[src/rtl/scan_fanout_wrapper.sv]
module scan_fanout_wrapper #(
  parameter int NCH = 4,
  parameter int LEN = 8
) (
  input  logic               clk,
  input  logic               rst_n,
  input  logic               scan_en,
  input  logic               serial_mode,
  input  logic               scan_in,
  input  logic [NCH*LEN-1:0] cap_data,
  input  logic               sig_clear,
  input  logic               sig_read,
  output logic [NCH-1:0]     chain_out,
  output logic [NCH-1:0]     signature,
  output logic               scan_out
);

  // Galois feedback masks of primitive polynomials, x^n term omitted
  function automatic logic [15:0] poly_mask(input int n);
    case (n)
      2:       return 16'h0003;
      3:       return 16'h0003;
      4:       return 16'h0003;
      5:       return 16'h0005;
      6:       return 16'h0003;
      7:       return 16'h0003;
      8:       return 16'h0071;
      16:      return 16'h6801;
      default: return 16'h0003;
    endcase
  endfunction

  localparam logic [15:0]    POLY16 = poly_mask(NCH);
  localparam logic [NCH-1:0] POLY   = POLY16[NCH-1:0];

  logic [LEN-1:0] cells [NCH];
  logic [NCH-1:0] feed;
  logic [NCH-1:0] misr_next;

  generate
    for (genvar i = 0; i < NCH; i++) begin : g_chain
      if (i == 0) begin : g_head
        assign feed[i] = scan_in;
      end else begin : g_link
        assign feed[i] = serial_mode ? cells[i-1][LEN-1] : scan_in;
      end

      always_ff @(posedge clk or negedge rst_n) begin
        if (!rst_n)       cells[i] <= '0;
        else if (scan_en) cells[i] <= {cells[i][LEN-2:0], feed[i]};
        else              cells[i] <= cap_data[i*LEN +: LEN];
      end

      assign chain_out[i] = cells[i][LEN-1];

      p_bcast_fill_r2: assert property (@(posedge clk) disable iff (!rst_n)
        (scan_en && !serial_mode) |=> (cells[i][0] == $past(scan_in)));

      p_capture_tail_r4: assert property (@(posedge clk) disable iff (!rst_n)
        !scan_en |=> (chain_out[i] == $past(cap_data[i*LEN+LEN-1])));

      if (i > 0) begin : g_serial_chk
        p_serial_link_r3: assert property (@(posedge clk) disable iff (!rst_n)
          (scan_en && serial_mode) |=> (cells[i][0] == $past(chain_out[i-1])));
      end
    end
  endgenerate

  assign misr_next = {signature[NCH-2:0], 1'b0}
                   ^ (signature[NCH-1] ? POLY : '0)
                   ^ chain_out;

  always_ff @(posedge clk or negedge rst_n) begin
    if (!rst_n)         signature <= '0;
    else if (sig_clear) signature <= '0;
    else if (sig_read)  signature <= {signature[NCH-2:0], 1'b0};
    else if (scan_en)   signature <= misr_next;
  end

  assign scan_out = signature[NCH-1];

  p_clear_zero_r7: assert property (@(posedge clk) disable iff (!rst_n)
    sig_clear |=> (signature == '0));

  p_hold_r6: assert property (@(posedge clk) disable iff (!rst_n)
    (!scan_en && !sig_clear && !sig_read) |=> $stable(signature));

  p_read_shift_r8: assert property (@(posedge clk) disable iff (!rst_n)
    (sig_read && !sig_clear) |=> (signature == {$past(signature[NCH-2:0]), 1'b0}));

  p_reset_zero_r1: assert property (@(posedge clk)
    !rst_n |-> (signature == '0 && chain_out == '0));

endmodule

[config.mk]
export PLATFORM = sky130hd
export DESIGN_NAME = scan_fanout_wrapper
export DESIGN_NICKNAME = d
export VERILOG_FILES = /design/src/rtl/scan_fanout_wrapper.sv
export SDC_FILE = /design/constraint.sdc
export NUM_CORES = 1
export LEC_CHECK = 0
export CORE_ASPECT_RATIO = 0.75
export CORE_UTILIZATION = 49
export DETAILED_ROUTE_END_ITERATION = 10
export PLACE_DENSITY = 0.84
export SYNTH_ARGS = -nofsm -noshare
export SYNTH_HDL_FRONTEND = slang
export SYNTH_SLANG_ARGS = --single-unit
export TNS_END_PERCENT = 1
[constraint.sdc]
create_clock -name clk -period 2.95 [get_ports clk]
set_input_delay 0.4425 -clock clk [delete_from_list [all_inputs] [get_ports clk]]
set_output_delay 0.4425 -clock clk [all_outputs]
set_load 0.03 [all_outputs]
## Word level (Yosys, flattened, before mapping)

Index checks and enable logic that the tools add are counted.

- Flip-flop bits (word level): 36
- Logic and storage cells: 19
- Input port bits: 39
- Output and inout port bits: 9

- Reductions and logical operators: 1
- Bitwise gates (word level): 2
- Mux-type cells: 11

Operators with widths:

| kind | number |
|---|---|
| two-way mux 8 bit | 4 |
| two-way mux 4 bit | 3 |
| bitwise XOR 4 x 2 -> 4 bit | 1 |
| bitwise XOR 4 bit | 1 |
| two-way mux 1 bit | 3 |
| nonzero test 3 bit | 1 |
| two-way mux 2 bit | 1 |

## Logic depth before layout (Yosys ltp)

- Depth after elaboration: 6
- Gate-level depth with buffers: 5

## Worst setup path before layout

No wires, ideal clock.

- Kind: reg-to-output
- Start point: reg signature[3]
- End point: out signature[3]
- Cell stages (with the launch flop): 2
- Slack: 1.721 ns
- Data arrival time: 0.787 ns
- Buffers on the path: 1
- Cell sequence: dfrtp_1 > buf_4

RTL lines:

| element | line | source |
|---|---|---|
| start, declared | 14 | `output logic [NCH-1:0] signature,` |
| start signal, assigned | 76 | `else if (sig_read) signature <= {signature[NCH-2:0], 1'b0};` |
| start signal, assigned | 77 | `else if (scan_en) signature <= misr_next;` |

No word-level cell between the ends.

## Worst setup path in the final report

- Start point: reg signature[3]
- End point: out signature[3]

No word-level cell between the ends.

==> impl.org <==
** Final layout
- In the final layout, the multi-input gates occupy 509 um^2.
- N_diodes :: 0
- Fraction of layout cells with a size suffix above 1 :: 0.272
- Post-layout net count :: approximately 190
- Fill cells in the final layout number 192.
- Summing all flip-flop and latch instances after layout gives approximately 900 um^2.
- Finished Layout Cells :: approximately 190
- Area growth from synthesis to final layout :: 35.7%
- Utilization of the core after routing :: 0.698

** Pwr
- Summed over all cells, the static leakage comes to 0.845 nW.
- VDD sags by at most 0.364 mV.
- Total power :: between 1 and 1.5 mW
- In this run the power density over the cells is roughly 600 nW/um^2.

** Floorplanning
- For this design the top-level I/O count stands at 48.
- The initial utilization of the core area, before any placement, comes to 0.514.
- The floorplan step defined a die boundary enclosing 3310 um^2.
- From left edge to right edge, the die measures 66.1 um.
- Die Y-Extent :: 50.1 um
- The floorplan has 17 rows.
- Core region area :: 2940 um^2

** STA
- The routed design could run at a clock period as short as about 1900 ps.
- Period Utilization, post-route :: 0.637
- Final-report max-slew violation count :: 0
- Setup repair after global routing missed its margin :: no
- Timing would allow up to between 500 and 600 MHz.
- Final Skew :: 6.62 ps
- Hold Vio Cnt, Final :: 0
- Setup total negative slack :: 0 ps
- Headroom to the max-slew limit came out at 0.421.
- Final setup violation count :: 0
- For the pin with the worst max-slew slack, the measured transition is a little under 900 ps.

** Worst setup path
- Worst path top cell family by delay :: buffers and inverters
- On the critical path, the stage with the largest delay is an instance of sky130_fd_sc_hd__clkdlybuf4s50_1.
- Data on the critical path arrives at its endpoint at 1440 ps.
- The critical path goes through clkdlybuf4s50_1.
- Worst setup SP type :: flop
- Along the worst path, the maximum fanout reaches 5.
- In this design, the stage delay of the slowest critical-path cell is 710 ps.
- The worst setup path is of the flop to output port kind.
- Setup crit end kind :: output port
- Counting both buffers and inverters, the worst setup path holds a total of 1.
- Worst path required time :: about 2500 ps

** Synthesis
- The biggest area contributor in the post-synthesis netlist is sky130_fd_sc_hd__dfrtp_1.
- The synthesized design contains 36 register bits.
- Area fraction of the dominant cell type after synthesis :: 0.597
- Primary flip-flop cell chosen by synthesis mapping :: sky130_fd_sc_hd__dfrtp_1
- Most instantiated cells after synthesis :: sky130_fd_sc_hd__dfrtp_1, sky130_fd_sc_hd__mux2_2, sky130_fd_sc_hd__a21oi_1, sky130_fd_sc_hd__buf_4, sky130_fd_sc_hd__nor2_1
- Of the synthesized area, sequential elements account for 0.597.
- Ranked by total cell area, the synthesized netlist is headed by sky130_fd_sc_hd__dfrtp_1, sky130_fd_sc_hd__mux2_2, sky130_fd_sc_hd__buf_4, sky130_fd_sc_hd__a21oi_1, sky130_fd_sc_hd__nor2b_1.
- Summing every instance area after synthesis gives between 1500 and 2000 um^2.
- Gate count of the mapped netlist :: 106
- Share of synthesized flip-flops with an asynchronous set or reset :: 1.00
- Number of distinct library cells after synthesis :: 18
- Yosys instantiated no cell more often than sky130_fd_sc_hd__dfrtp_1.
- Synthesis produced a netlist with a net count of 145.
- Averaged over all synthesized cells, the footprint is between 10 and 15 um^2.
- Yosys warning total :: 0
- Number of synthesized flops with an enable pin :: 0

** Clock tree
- The clock passes through at most 2 buffers.
- Clock-pin slew was measured on the worst setup and hold paths at 60 ps.
- CTS built an H-tree with a depth of 2.
- Clock tree synthesis found a total of 36 sinks.
- TritonCTS buffer count :: 5
- Cts repair resizes :: 0
- The number of setup buffers added after CTS is 0.
- TritonCTS built the clock tree.
- For the worst-skew pair, the clock arrives at the later sink with an insertion delay of 280 ps.
- The root buffer cell chosen for the clock tree is sky130_fd_sc_hd__clkbuf_8.
- CTS Hold Buffers Added :: 0

** Job
- Maximum Capacitance Violations :: 0

** Worst hold path
- The worst hold path belongs to the class input port to async pin.

** Routing
- DRC violation count after routing :: 0
- In the final routed layout, each cell accounts on average for 13.7 um.
- In the routed layout, each cell is associated on average with a via count of 5.12.
- First-pass DRT Iterations :: 4
- For this block, the initial DRC count from the detailed router was 56.
- Final Routed Wirelength :: roughly 2600 um
- Vias after detailed routing :: 967
- Once detail routing completed, the nets flagged for antenna violations numbered 0.

** Global routing
- Total overflow reported by the global router :: 0
- The via count of the first global-routing pass was a little under 1000.
- Across every metal layer, demand over resource in global routing totals 0.185.
- Entering global routing, the biggest net connects 46 pins.
- Antenna violations before repair :: 0
- The first global-routing pass estimated 4330 um of wire.

** Placed design
- Placed Cells incl. Taps :: 181
- HPWL reported at the end of detailed placement :: 1840 um
- Routability-driven placement finished with a final weighted congestion of between 0.6 and 0.7.
- Port buffering added 47 buffers.

** Status
- Outcome :: finished clean
## layout by cell type (no fill, tap or decap), drive strengths merged, types with 2 or more instances in the layout
master and instances:
nor3 2, nor2b 4, clkbuf 7, o21ai 2, clkdlybuf4s50 45, buf 2
dfrtp 36, a21oi 9, mux2 29, nor2 6
## layer usage
metal | global-route usage | vias up | part of all wire
li1 | - | 451 | -
met1 | 0.219 | 473 | 0.41
met2 | 0.291 | 38 | 0.49
met3 | 0.0856 | 5 | 0.084
met4 | 0.0745 | 0 | 0.012
met5 | 0 | - | 0
## state kept, by name, indices dropped and copies added (netlist names)
register	flops
chain_out	4
signature	4
cells	28
## layout make-up
class | count | area share
inverter | 1 | 0.00183
sequential | 36 | 0.440
timing repair buffer | 47 | 0.225
clock buffer | 7 | 0.0470
clock inverter | 1 | 0.0147
multi-input combinational | 59 | 0.249
tap | 38 | 0.0232
## final timing paths
path / startpoint / to / slack, ps / cells after the start
worst max-delay path: signature[3] / signature[3] / 1070 / 1
worst min-delay path: rst_n / chain_out[0] / 230 / 1
worst max register to register: signature[3] / signature[1] / 1880 / 3
worst min register to register: cells[6] / chain_out[3] / 470 / 1
max in group asynchronous: rst_n / cells[14] / 2230 / 1
min in group clk: cells[6] / chain_out[3] / 470 / 1
## logic make-up after synthesis
logic type | Yosys count | share of synthesized area
simple gates | 14 | 0.0506
mux | 29 | 0.216
compound gates | 14 | 0.0589
xor+xnor | 2 | 0.0116
buf+inv | 11 | 0.0655
flops | 36 | 0.597
## power breakdown
group	switching (mW)	total (mW)	leakage [nW]	internal, mW
Clock	0.166	0.464	0.0645	0.298
Combinational	0.0716	0.176	0.354	0.105
Sequential	0.0199	0.559	0.426	0.539
Total	0.257	1.20	0.845	0.942
## through the flow
| step | hold WS [ps] | cell area (um^2) | setup WS (ps) |
|---|---|---|---|
| after global placement | 456 | 1920 | 1280 |
| after CTS | 253 | 2050 | 1060 |
| after global routing | 289 | 2050 | 1000 |
| after floorplan | 147 | 1510 | 1720 |
| final | 233 | 2050 | 1070 |
| after detailed placement | 461 | 1920 | 1230 |
No activity file was read; power rests on OpenSTA's default activity.
